===== src/rtl/fs_adc_host_pkg.sv =====
package fs_adc_host_pkg;

  typedef enum logic [1:0] {
    ST_IDLE  = 2'd0,
    ST_FRAME = 2'd1,
    ST_GAP   = 2'd2
  } ctrlState_t;

  typedef enum logic [1:0] {
    SRC_CFG  = 2'd0,
    SRC_READ = 2'd1,
    SRC_HOST = 2'd2
  } wordSrc_t;

  // strobes from control to datapath, valid for one system cycle
  typedef struct packed {
    logic     load;    // open a frame, load the command shifter
    wordSrc_t src;     // which command word to load
    logic     rise;    // serial clock rises on this edge: sample and shift
    logic     last;    // final rising edge of the frame
    logic     verify;  // last edge of the start-up read frame
  } ctrlStrobe_t;

endpackage


===== src/rtl/fs_adc_host_ctrl.sv =====
module fs_adc_host_ctrl
  import fs_adc_host_pkg::*;
#(
  parameter int WORD_W   = 32,
  parameter int CLK_DIV  = 4,
  parameter int IDLE_GAP = 4
) (
  input  logic        clk,
  input  logic        rstN,
  input  logic        start,
  output ctrlStrobe_t strobe,
  output logic        frameSyncN,
  output logic        serClk,
  output logic        busy,
  output logic        done
);

  localparam int HALF    = CLK_DIV / 2;
  localparam int TC_W    = (HALF > 1) ? $clog2(HALF) : 1;
  localparam int PH_W    = $clog2(2 * WORD_W + 1);
  localparam int GAP_W   = $clog2(IDLE_GAP + 1);
  localparam int LAST_PH = 2 * WORD_W;

  ctrlState_t       state;
  logic [TC_W-1:0]  tickCnt;
  logic [PH_W-1:0]  phase;
  logic [PH_W-1:0]  nextPhase;
  logic [GAP_W-1:0] gapCnt;
  logic [1:0]       initStep;
  logic             hostXfer;
  logic             halfEnd;
  logic             initPending;
  logic             launchInit;
  logic             launchHost;

  assign initPending = (initStep != 2'd2);
  assign halfEnd     = (state == ST_FRAME) && (tickCnt == TC_W'(HALF - 1));
  assign nextPhase   = phase + 1'b1;
  assign launchInit  = (state == ST_IDLE) && initPending;
  assign launchHost  = (state == ST_IDLE) && !initPending && start;

  always_comb begin
    strobe        = '0;
    strobe.load   = launchInit || launchHost;
    strobe.src    = launchHost ? SRC_HOST : ((initStep == 2'd0) ? SRC_CFG : SRC_READ);
    strobe.rise   = halfEnd && !nextPhase[0];
    strobe.last   = halfEnd && (nextPhase == PH_W'(LAST_PH));
    strobe.verify = strobe.last && !hostXfer && (initStep == 2'd1);
  end

  assign busy = (state != ST_IDLE) || initPending;

  always_ff @(posedge clk or negedge rstN) begin
    if (!rstN) begin
      state      <= ST_IDLE;
      tickCnt    <= '0;
      phase      <= '0;
      gapCnt     <= '0;
      initStep   <= 2'd0;
      hostXfer   <= 1'b0;
      frameSyncN <= 1'b1;
      serClk     <= 1'b1;
      done       <= 1'b0;
    end else begin
      done <= 1'b0;
      unique case (state)
        ST_IDLE: begin
          if (strobe.load) begin
            state      <= ST_FRAME;
            tickCnt    <= '0;
            phase      <= '0;
            frameSyncN <= 1'b0;
            hostXfer   <= launchHost;
          end
        end
        ST_FRAME: begin
          if (halfEnd) begin
            tickCnt <= '0;
            phase   <= nextPhase;
            serClk  <= ~nextPhase[0];  // odd half-phases low, even high
            if (strobe.last) begin
              state      <= ST_GAP;
              gapCnt     <= '0;
              frameSyncN <= 1'b1;
            end
          end else begin
            tickCnt <= tickCnt + 1'b1;
          end
        end
        ST_GAP: begin
          if (gapCnt == GAP_W'(IDLE_GAP - 1)) begin
            state    <= ST_IDLE;
            done     <= hostXfer;
            hostXfer <= 1'b0;
            if (initPending) initStep <= initStep + 1'b1;
          end else begin
            gapCnt <= gapCnt + 1'b1;
          end
        end
        default: state <= ST_IDLE;
      endcase
    end
  end

endmodule


===== src/rtl/fs_adc_host_dp.sv =====
module fs_adc_host_dp
  import fs_adc_host_pkg::*;
#(
  parameter int              WORD_W   = 32,
  parameter int              NUM_CH   = 2,
  parameter logic [WORD_W-1:0] CFG_WORD = 32'h8000_3A5C,
  parameter logic [WORD_W-1:0] READ_CMD = 32'h4000_0000,
  parameter logic [WORD_W-1:0] CFG_MASK = 32'h0000_FFFF
) (
  input  logic                          clk,
  input  logic                          rstN,
  input  ctrlStrobe_t                   strobe,
  input  logic [WORD_W-1:0]             cmdIn,
  input  logic [NUM_CH-1:0]             sdoIn,
  output logic                          serDataOut,
  output logic [NUM_CH-1:0][WORD_W-1:0] rxWord,
  output logic                          verifyPass,
  output logic                          verifyFail
);

  logic [WORD_W-1:0] txShift;
  logic [NUM_CH-1:0] chMatch;

  assign serDataOut = txShift[WORD_W-1];

  always_ff @(posedge clk or negedge rstN) begin
    if (!rstN) begin
      txShift <= '0;
    end else if (strobe.load) begin
      unique case (strobe.src)
        SRC_CFG:  txShift <= CFG_WORD;
        SRC_READ: txShift <= READ_CMD;
        default:  txShift <= cmdIn;
      endcase
    end else if (strobe.last) begin
      txShift <= '0;
    end else if (strobe.rise) begin
      txShift <= txShift << 1;
    end
  end

  for (genvar ch = 0; ch < NUM_CH; ch++) begin : g_chan
    logic [WORD_W-1:0] shReg;
    logic [WORD_W-1:0] rxReg;
    logic [WORD_W-1:0] captured;

    assign captured    = {shReg[WORD_W-2:0], sdoIn[ch]};
    assign chMatch[ch] = ((captured ^ CFG_WORD) & CFG_MASK) == '0;
    assign rxWord[ch]  = rxReg;

    always_ff @(posedge clk or negedge rstN) begin
      if (!rstN) begin
        shReg <= '0;
        rxReg <= '0;
      end else if (strobe.rise) begin
        shReg <= captured;
        if (strobe.last) rxReg <= captured;
      end
    end
  end

  always_ff @(posedge clk or negedge rstN) begin
    if (!rstN) begin
      verifyPass <= 1'b0;
      verifyFail <= 1'b0;
    end else if (strobe.verify) begin
      verifyPass <= &chMatch;
      verifyFail <= ~&chMatch;
    end
  end

endmodule


===== src/rtl/fs_adc_host.sv =====
module fs_adc_host
  import fs_adc_host_pkg::*;
#(
  parameter int                WORD_W   = 32,
  parameter int                CLK_DIV  = 4,
  parameter int                IDLE_GAP = 4,
  parameter logic [WORD_W-1:0] CFG_WORD = 32'h8000_3A5C,
  parameter logic [WORD_W-1:0] READ_CMD = 32'h4000_0000,
  parameter logic [WORD_W-1:0] CFG_MASK = 32'h0000_FFFF
) (
  input  logic              clk,
  input  logic              rstN,
  input  logic              start,
  input  logic [WORD_W-1:0] cmdIn,
  output logic              busy,
  output logic              done,
  output logic [WORD_W-1:0] rxWordA,
  output logic [WORD_W-1:0] rxWordB,
  output logic              serClk,
  output logic              frameSyncN,
  output logic              serDataOut,
  input  logic              serDataInA,
  input  logic              serDataInB,
  output logic              verifyPass,
  output logic              verifyFail
);

  localparam int NUM_CH = 2;

  ctrlStrobe_t                   strobe;
  logic [NUM_CH-1:0][WORD_W-1:0] rxWord;

  fs_adc_host_ctrl #(
    .WORD_W  (WORD_W),
    .CLK_DIV (CLK_DIV),
    .IDLE_GAP(IDLE_GAP)
  ) u_ctrl (
    .clk       (clk),
    .rstN      (rstN),
    .start     (start),
    .strobe    (strobe),
    .frameSyncN(frameSyncN),
    .serClk    (serClk),
    .busy      (busy),
    .done      (done)
  );

  fs_adc_host_dp #(
    .WORD_W  (WORD_W),
    .NUM_CH  (NUM_CH),
    .CFG_WORD(CFG_WORD),
    .READ_CMD(READ_CMD),
    .CFG_MASK(CFG_MASK)
  ) u_dp (
    .clk       (clk),
    .rstN      (rstN),
    .strobe    (strobe),
    .cmdIn     (cmdIn),
    .sdoIn     ({serDataInB, serDataInA}),
    .serDataOut(serDataOut),
    .rxWord    (rxWord),
    .verifyPass(verifyPass),
    .verifyFail(verifyFail)
  );

  assign rxWordA = rxWord[0];
  assign rxWordB = rxWord[1];

endmodule


===== config.mk =====
export PLATFORM = sky130hd
export DESIGN_NAME = fs_adc_host
export DESIGN_NICKNAME = d
export VERILOG_FILES = /design/src/rtl/fs_adc_host_pkg.sv /design/src/rtl/fs_adc_host_ctrl.sv /design/src/rtl/fs_adc_host_dp.sv /design/src/rtl/fs_adc_host.sv
export SDC_FILE = /design/constraint.sdc
export NUM_CORES = 1
export LEC_CHECK = 0
export BUFFER_PORTS_ARGS = -buffer_cell sky130_fd_sc_hd__buf_2
export CAP_MARGIN = 20
export CORE_UTILIZATION = 45
export CTS_BUF_LIST = sky130_fd_sc_hd__clkbuf_4
export CTS_CLUSTER_SIZE = 24
export DETAILED_ROUTE_END_ITERATION = 8
export PLACE_DENSITY = 0.65
export SLEW_MARGIN = 15
export SYNTH_ARGS = -nofsm -noshare
export SYNTH_HDL_FRONTEND = slang
export SYNTH_SLANG_ARGS = --single-unit

===== constraint.sdc =====
create_clock -name clk -period 3.95 [get_ports clk]
set_input_delay 0.1975 -clock clk [delete_from_list [all_inputs] [get_ports clk]]
set_output_delay 0.1975 -clock clk [all_outputs]
set_load 0.02 [all_outputs]

==> results of run 1 <==
==> sequential cells by signal, indices dropped and copies added, names as in the netlist <==
| signal | count |
|---|---|
| u_ctrl.gapCnt | 3 |
| u_ctrl.state | 2 |
| u_ctrl.tickCnt | 1 |
| u_dp.g_chan.shReg | 62 |
| u_ctrl.hostXfer | 1 |
| u_dp.txShift | 32 |
| u_ctrl.frameSyncN | 1 |
| u_ctrl.serClk | 1 |
| u_dp.verifyPass | 1 |
| u_ctrl.initStep | 2 |
| u_ctrl.done | 1 |
| u_ctrl.phase | 7 |
| u_dp.verifyFail | 1 |
| u_dp.g_chan.rxReg | 64 |
==> timing repair <==
item / in CTS / in global routing
hold buffers: 36 / 0
hold endpoints to repair: 143 / 0
setup endpoints to repair: 0 / 0
gates resized for setup: 0 / 0
==> synth_stat cells, types with 2 or more instances <==
library cell	n	area share
mux2_2	5	0.0073
buf_2	5	0.0032
nand2_1	219	0.11
nand3_1	5	0.0032
buf_4	2	0.0019
nand2b_1	4	0.0032
xor2_1	2	0.0023
dfstp_2	2	0.0068
nor2_1	5	0.0024
nand4_1	3	0.0024
o31ai_1	2	0.0019
a21o_1	2	0.0019
o21ai_0	58	0.038
a22oi_1	10	0.0097
ha_1	7	0.011
nor4b_1	2	0.0023
nor4bb_1	2	0.0026
nor2b_1	6	0.0049
xnor2_1	3	0.0034
o21a_1	22	0.021
dfrtp_1	177	0.57
o22ai_1	12	0.0097
clkbuf_1	27	0.013
and3_1	3	0.0024
a211o_1	2	0.0023
inv_1	9	0.0044
a21oi_1	12	0.0078
buf_12	6	0.016
mux2_4	60	0.12
==> cell families (layout without fill, tap and decap cells) <==
| family | after synthesis | in the layout | share of synthesized area |
|---|---|---|---|
| AOI/OAI and AO/OA | 125 | 125 | 0.09733 |
| buffers and inverters | 51 | 193 | 0.04016 |
| muxes | 66 | 66 | 0.1252 |
| adders and majority gates | 7 | 7 | 0.01134 |
| xor gates and xnor gates | 5 | 5 | 0.005669 |
| and+or+nand+nor | 259 | 259 | 0.1402 |
| DFF | 179 | 179 | 0.5801 |
==> routing by layer <==
metal | part of all wire | wire (um) | track usage | vias up
li1 | - | - | - | 2587
met1 | 0.47 | 7402 | 0.2555 | 2689
met2 | 0.47 | 7531 | 0.2996 | 145
met3 | 0.041 | 656 | 0.04253 | 21
met4 | 0.019 | 307 | 0.07599 | 0
met5 | 0 | 0 | 0 | -
==> worst reg2reg max path, stage by stage, from the launching register on <==
cell	delay (ns)
dfrtp_1	0.54
ha_1	0.35
xor2_1	0.17
nand4_1	0.19
a211oi_4	0.28
nand2b_1	0.79
o21ai_0	0.16
==> through the flow <==
step                area [sq um]  std cells
floorplan                   7726        692
global placement            8376        987
detailed placement          8376        987
CTS                         9044       1054
global route                9044       1054
finish                      9044       1054
==> cell type report <==
| cell class | count | area (sq um) | area share |
|---|---|---|---|
| Tap cell | 220 | 275.3 | 0.03044 |
| Clock buffer | 18 | 135.1 | 0.01494 |
| Inverter | 9 | 33.78 | 0.003735 |
| Sequential cell | 179 | 4482 | 0.4956 |
| Multi-Input combinational cell | 462 | 2968 | 0.3282 |
| Timing Repair Buffer | 153 | 977.2 | 0.1081 |
| Clock inverter | 13 | 172.7 | 0.01909 |
==> how the worst max path moves through the flow <==
stage	to	slack, ns	cells after the start
after detailed placement	u_dp.g_chan[0].rxReg[19]$_DFFE_PN0P_	1.32	6
after floorplan	u_dp.g_chan[0].rxReg[0]$_DFFE_PN0P_	1.80	8
after global placement	u_dp.g_chan[0].rxReg[19]$_DFFE_PN0P_	1.39	6
after CTS	u_dp.g_chan[0].rxReg[19]$_DFFE_PN0P_	1.35	6
after global routing	u_dp.txShift[0]$_DFFE_PN0P_	1.14	6
final	u_dp.txShift[0]$_DFFE_PN0P_	1.34	6
==> power by group through the flow <==
stage / combinational, mW / clock (mW) / sequential [mW]
global route: 0.120 / 1.20 / 1.87
finish: 0.105 / 1.10 / 1.86
global placement: 0.0773 / 0 / 1.90
floorplan: 0.0155 / 0 / 1.89
CTS: 0.107 / 1.13 / 1.86
detailed placement: 0.0793 / 0 / 1.90
==> impl_summary.log, run 1 <==
[metrics] # fillers: 1,474
[metrics] number of buffers inserted to repair setup after CTS: 0
[metrics] EDFF count, synth: 0
[metrics] width of the die: 133.0 um
[metrics] maximum net fanout on the critical path: 23
[metrics] startpoint kind of the worst setup timing path: flop
[metrics] first element of the critical path: u_ctrl.phase[0]$_DFFE_PN0P_
[metrics] final clock skew: approximately 0.025 ns
[metrics] power dissipated by switching net loads: about 0.72 mW
[metrics] die height: about 130 um
[metrics] wire length reported by the detailed router: 15,900 um
[metrics] highest clock rate: 0.3833 GHz
[metrics] Synth Warn #: 0
[metrics] destination of the worst register-to-register timing path: u_dp.txShift[0]$_DFFE_PN0P_
[metrics] least setup slack across all paths after layout: 1.341 ns
[metrics] Worst R2R Setup Slack: approximately 1.3 ns
[metrics] average cell area after synthesis: around 11 sq um
[metrics] register area share after synthesis: 0.5801
[metrics] cell with the biggest individual delay on the critical path: nand2b_1
[metrics] leading cell type in the layout, fill and taps excluded: nand2_1
[metrics] synthesis-to-finish area growth: 17.05%
[metrics] number of global-route vias before repair: around 5,300
[metrics] clock slew seen by the registers of the worst setup and hold paths: 0.15 ns
[metrics] HPWL after detailed placement: 10,170 um
[metrics] Clk Latency, worst-skew pair: just under 0.6 ns
[metrics] final number of max-transition violations: 0
[metrics] total clock sinks: roughly 180
[metrics] status: finished, final reports clean
[metrics] CTS tree: yes
[metrics] most instantiated flip-flop cell in the synthesis netlist: dfrtp_1
[metrics] share of final-layout standard cells stronger than drive strength 1: 0.2650
[metrics] Relative slew margins: 0.2681
[metrics] Antenna Diode Count: 0
[metrics] list of cells traversed by the critical path: ha_1 > xor2_1 > nand4_1 > a211oi_4 > nand2b_1 > o21ai_0
[metrics] root buf cell: clkbuf_4
[metrics] Clock Tree Buf Depth: 2
[metrics] cell-internal power: around 2.4 mW
[metrics] Min-Delay Path Class: in2async
[metrics] relative contribution of combinational cells to total power: 0.034
[metrics] global-route wire length before repair: between 20,000 and 30,000 um
[metrics] final-stage net count: between 800 and 900
[metrics] measured slew at the worst slew-check pin: between 1 and 1.5 ns
[metrics] area of the core: about 17,000 sq um
[metrics] unique cell type count in the Yosys netlist: 47
[metrics] placer's final routability congestion estimate: around 0.77
[metrics] commonest cells after routing, fill and taps aside: nand2_1, dfrtp_1, buf_2
[metrics] DRC errors left: 0
[metrics] Vias: about 5,400
[metrics] Cell Area, Synth: approximately 7700 sq um
[metrics] number of synthesized register bits: around 180
[metrics] Mapped Cells: between 600 and 700
[metrics] floorplan die area: roughly 18,000 sq um
[metrics] largest net degree at the start of global routing: 110
[metrics] GR Util All Layers: 0.1903
[metrics] final antenna-violating net count: 0
[metrics] IO Pins: about 110
[metrics] Net Count, Synth: roughly 740
[metrics] drt initial violations: 262
[metrics] buffering stage count on the worst path with inverters included: 0
[metrics] static leakage: slightly below 5 nW
[metrics] Critical Path Sink Type: flop
[metrics] max cap viols: 0
[metrics] number of cell instances on the worst register-to-register path: 6
[metrics] required time of the worst setup path: 4.37 ns
[metrics] maximum single-stage delay on the critical path: 0.79 ns
[metrics] count of TritonRoute iterations in the first routing pass: 5
[metrics] starting utilization of the core area: 0.4626
[metrics] peak supply drop: 0.0002096 V
[metrics] Post-Route Setup TNS: 0 ns
[metrics] average wire length per cell after detail routing: 15.08 um
[metrics] final hold violation count: 0
[metrics] start of the worst register-to-register path: u_ctrl.phase[0]$_DFFE_PN0P_
[metrics] final worst path period need: roughly 2.6 ns
[metrics] aggregate global routing overflow: 0
[metrics] final hold slack: ~0.29 ns
[metrics] cell type group with the largest total delay on the critical path: simple AND/OR/NAND/NOR gates
[metrics] asr flop ratio synth: 1.000
[metrics] number of H-tree branching levels: 4
[metrics] via density per instance: ~5.2
[metrics] switch share: 0.2334
[metrics] type of the setup path with the least slack: reg2reg
[metrics] final core utilization: 0.5415
[metrics] worst setup timing slack at the placement stage: around 1.3 ns
[metrics] final worst path period share: 0.6606
[metrics] PwrDens: around 340 nW/um^2
[metrics] part of the total power dissipated in the clock network: 0.358
[metrics] Final Power: between 3 and 4 mW
[metrics] unrepaired setup endpoints after global routing: false
[metrics] data arrival time of the worst path: 3.03 ns
[metrics] number of antenna violations at the first check in global routing: 0
[metrics] Buffers on Ports: ~110
[metrics] Seq pwr share: 0.608
[metrics] count of standard-cell rows: 47
[metrics] final setup fails: 0
[metrics] number of buffers added by the clock tree synthesis step: 17
No activity file was read; power rests on OpenSTA's default activity.
==> inputs of run 2 (changes only) <==
- clock period: 3.95 -> 2.6 ns (I/O delays scaled with it)
==> impl_summary.log, run 2 (same netlist as run 1, synthesis figures left out) <==
[metrics] status: finished, final reports clean
[metrics] Post-Place Cells: approximately 990
[metrics] unrepaired setup endpoints after global routing: false
[metrics] static leakage: around 4.8 nW
[metrics] Antenna Diode Count: 0
[metrics] cell-internal power: approximately 3.5 mW
[metrics] registers with the most flip-flops: u_dp.g_chan.rxReg x64, u_dp.g_chan.shReg x62, u_dp.txShift x32
[metrics] area of the core: 16,700 sq um
[metrics] number of cell instances on the worst register-to-register path: 6
[metrics] share of final-layout standard cells stronger than drive strength 1: 0.2641
[metrics] aggregate global routing overflow: 0
[metrics] required time of the worst setup path: between 3 and 4 ns
[metrics] starting utilization of the core area: 0.4626
[metrics] final-stage net count: 866
[metrics] power dissipated by switching net loads: 1.045 mW
[metrics] Min-Delay Path Class: in2async
[metrics] least setup slack across all paths after layout: roughly 0.12 ns
[metrics] Final Power: between 4 and 5 mW
[metrics] commonest cells after routing, fill and taps aside: nand2_1, dfrtp_1, buf_2
[metrics] switch share: 0.2318
[metrics] largest net degree at the start of global routing: between 80 and 90
[metrics] clock slew seen by the registers of the worst setup and hold paths: between 0.1 and 0.15 ns
[metrics] drt initial violations: between 200 and 300
[metrics] maximum single-stage delay on the critical path: around 0.53 ns
[metrics] Seq pwr share: 0.628
[metrics] PwrDens: between 400 and 500 nW/um^2
[metrics] relative contribution of combinational cells to total power: 0.036
[metrics] list of cells traversed by the critical path: ha_2 > xor2_1 > nand4_1 > a2111o_2 > buf_12 > mux2_4
[metrics] IO Pins: between 100 and 150
[metrics] final worst path period need: between 2 and 2.5 ns
[metrics] global-route track usage on met1: 0.2530
[metrics] number of buffers added by the clock tree synthesis step: 17
[metrics] CTS tree: yes
[metrics] GR Util All Layers: 0.1916
[metrics] final number of max-transition violations: 0
[metrics] buffering stage count on the worst path with inverters included: 1
[metrics] Worst R2R Setup Slack: roughly 0.12 ns
[metrics] Clk Latency, worst-skew pair: 0.55 ns
[metrics] count of TritonRoute iterations in the first routing pass: 6
[metrics] worst setup timing slack at the placement stage: ~0.088 ns
[metrics] busiest layer in global routing: met2
[metrics] final worst path period share: 0.9547
[metrics] Relative slew margins: 0.4179
[metrics] Critical Path Sink Type: flop
[metrics] wire length reported by the detailed router: roughly 16,000 um
[metrics] post-route insts no fill: between 1,000 and 1,500
[metrics] final hold violation count: 0
[metrics] type of the setup path with the least slack: reg2reg
[metrics] highest clock rate: between 0.4 and 0.5 GHz
[metrics] width of the die: between 100 and 150 um
[metrics] die height: 133.0 um
[metrics] max cap viols: 0
[metrics] total clock sinks: 179
[metrics] max reg flops: 64
[metrics] placer's final routability congestion estimate: 0.7781
[metrics] maximum net fanout on the critical path: 64
[metrics] global-route wire length before repair: between 20,000 and 30,000 um
[metrics] measured slew at the worst slew-check pin: slightly below 0.9 ns
[metrics] DRC errors left: 0
[metrics] Clock Tree Buf Depth: 2
[metrics] register with the highest flop count: u_dp.g_chan.rxReg
[metrics] final setup fails: 0
[metrics] peak supply drop: 0.0004476 V
[metrics] destination of the worst register-to-register timing path: u_dp.g_chan[0].rxReg[8]$_DFFE_PN0P_
[metrics] data arrival time of the worst path: a little under 3 ns
[metrics] number of global-route vias before repair: 5,550
[metrics] Buffers on Ports: about 110
[metrics] final clock skew: about 0.018 ns
[metrics] GR Util met3: 0.05326
[metrics] leading cell type in the layout, fill and taps excluded: nand2_1
[metrics] cell with the biggest individual delay on the critical path: dfrtp_1
[metrics] via density per instance: 5.134
[metrics] Post-Route Setup TNS: 0 ns
[metrics] number of antenna violations at the first check in global routing: 0
[metrics] average wire length per cell after detail routing: 15.11 um
[metrics] HPWL after detailed placement: 10,120 um
[metrics] startpoint kind of the worst setup timing path: flop
[metrics] part of the total power dissipated in the clock network: 0.336
[metrics] number of H-tree branching levels: 4
[metrics] final antenna-violating net count: 0
[metrics] count of standard-cell rows: 47
[metrics] met2 layer usage reported by global route: 0.3063
[metrics] floorplan die area: between 15,000 and 20,000 sq um
[metrics] synthesis-to-finish area growth: 17.38%
[metrics] cell type group with the largest total delay on the critical path: flip-flops
[metrics] Vias: ~5,400
[metrics] start of the worst register-to-register path: u_ctrl.phase[0]$_DFFE_PN0P_
[metrics] root buf cell: clkbuf_4
## run 2: what timing repair did
item | in CTS | in global routing
setup endpoints to repair | 0 | 61
gates resized for setup | 0 | 1
hold endpoints to repair | 108 | 0
hold buffers | 36 | 0
setup buffers | 0 | 0
## run 2: worst max-delay path by stage
stage,start,to,cells after the start
3_3_place_gp,u_ctrl.phase[0]$_DFFE_PN0P_,u_dp.g_chan[0].rxReg[18]$_DFFE_PN0P_,6
3_5_place_dp,u_ctrl.phase[0]$_DFFE_PN0P_,u_dp.g_chan[0].rxReg[11]$_DFFE_PN0P_,6
6_report,u_ctrl.phase[0]$_DFFE_PN0P_,u_dp.g_chan[0].rxReg[8]$_DFFE_PN0P_,6
2_1_floorplan,u_ctrl.phase[0]$_DFFE_PN0P_,u_dp.g_chan[0].rxReg[0]$_DFFE_PN0P_,8
4_1_cts,u_ctrl.phase[0]$_DFFE_PN0P_,u_dp.g_chan[0].rxReg[17]$_DFFE_PN0P_,6
5_1_grt,u_ctrl.phase[0]$_DFFE_PN0P_,u_dp.g_chan[0].rxReg[8]$_DFFE_PN0P_,6
## run 2: layout make-up
type,count,area (sq um)
tap,220,275.3
clock buffer,18,135.1
multi-input combinational,462,2970
clock inverter,12,132.6
fill,1468,7632
inverter,9,33.78
timing repair buffer,153,1040
sequential,179,4482
## run 2: worst register-to-register path, stage by stage (launching register included)
cell and delay, ns:
dfrtp_1 0.53, ha_2 0.31, xor2_1 0.17, nand4_1 0.21, a2111o_2 0.50, buf_12 0.25, mux2_4 0.42
## run 2: per-stage QoR
stage,utilization,cell area (sq um),hold slack (ns)
4_1_cts,0.5429,9066,0.1244
6_report,0.5430,9069,0.1367
5_1_grt,0.5430,9069,0.1118
2_1_floorplan,-,7726,-0.1656
3_5_place_dp,0.5052,8438,0.1905
3_3_place_gp,0.5052,8438,0.1778
## run 2: power groups by stage
stage	combinational (mW)	clock (mW)	sequential (mW)
final	0.163	1.51	2.83
after global routing	0.186	1.69	2.84
after CTS	0.166	1.57	2.83
after detailed placement	0.125	0	2.88
after global placement	0.121	0	2.88
after floorplan	0.0236	0	2.88
## run 2: layer usage
metal  part of all wire  routed length, um
met1               0.47               7429
met3              0.051                806
met4              0.013                213
met2               0.47               7465
met5                  0                  0
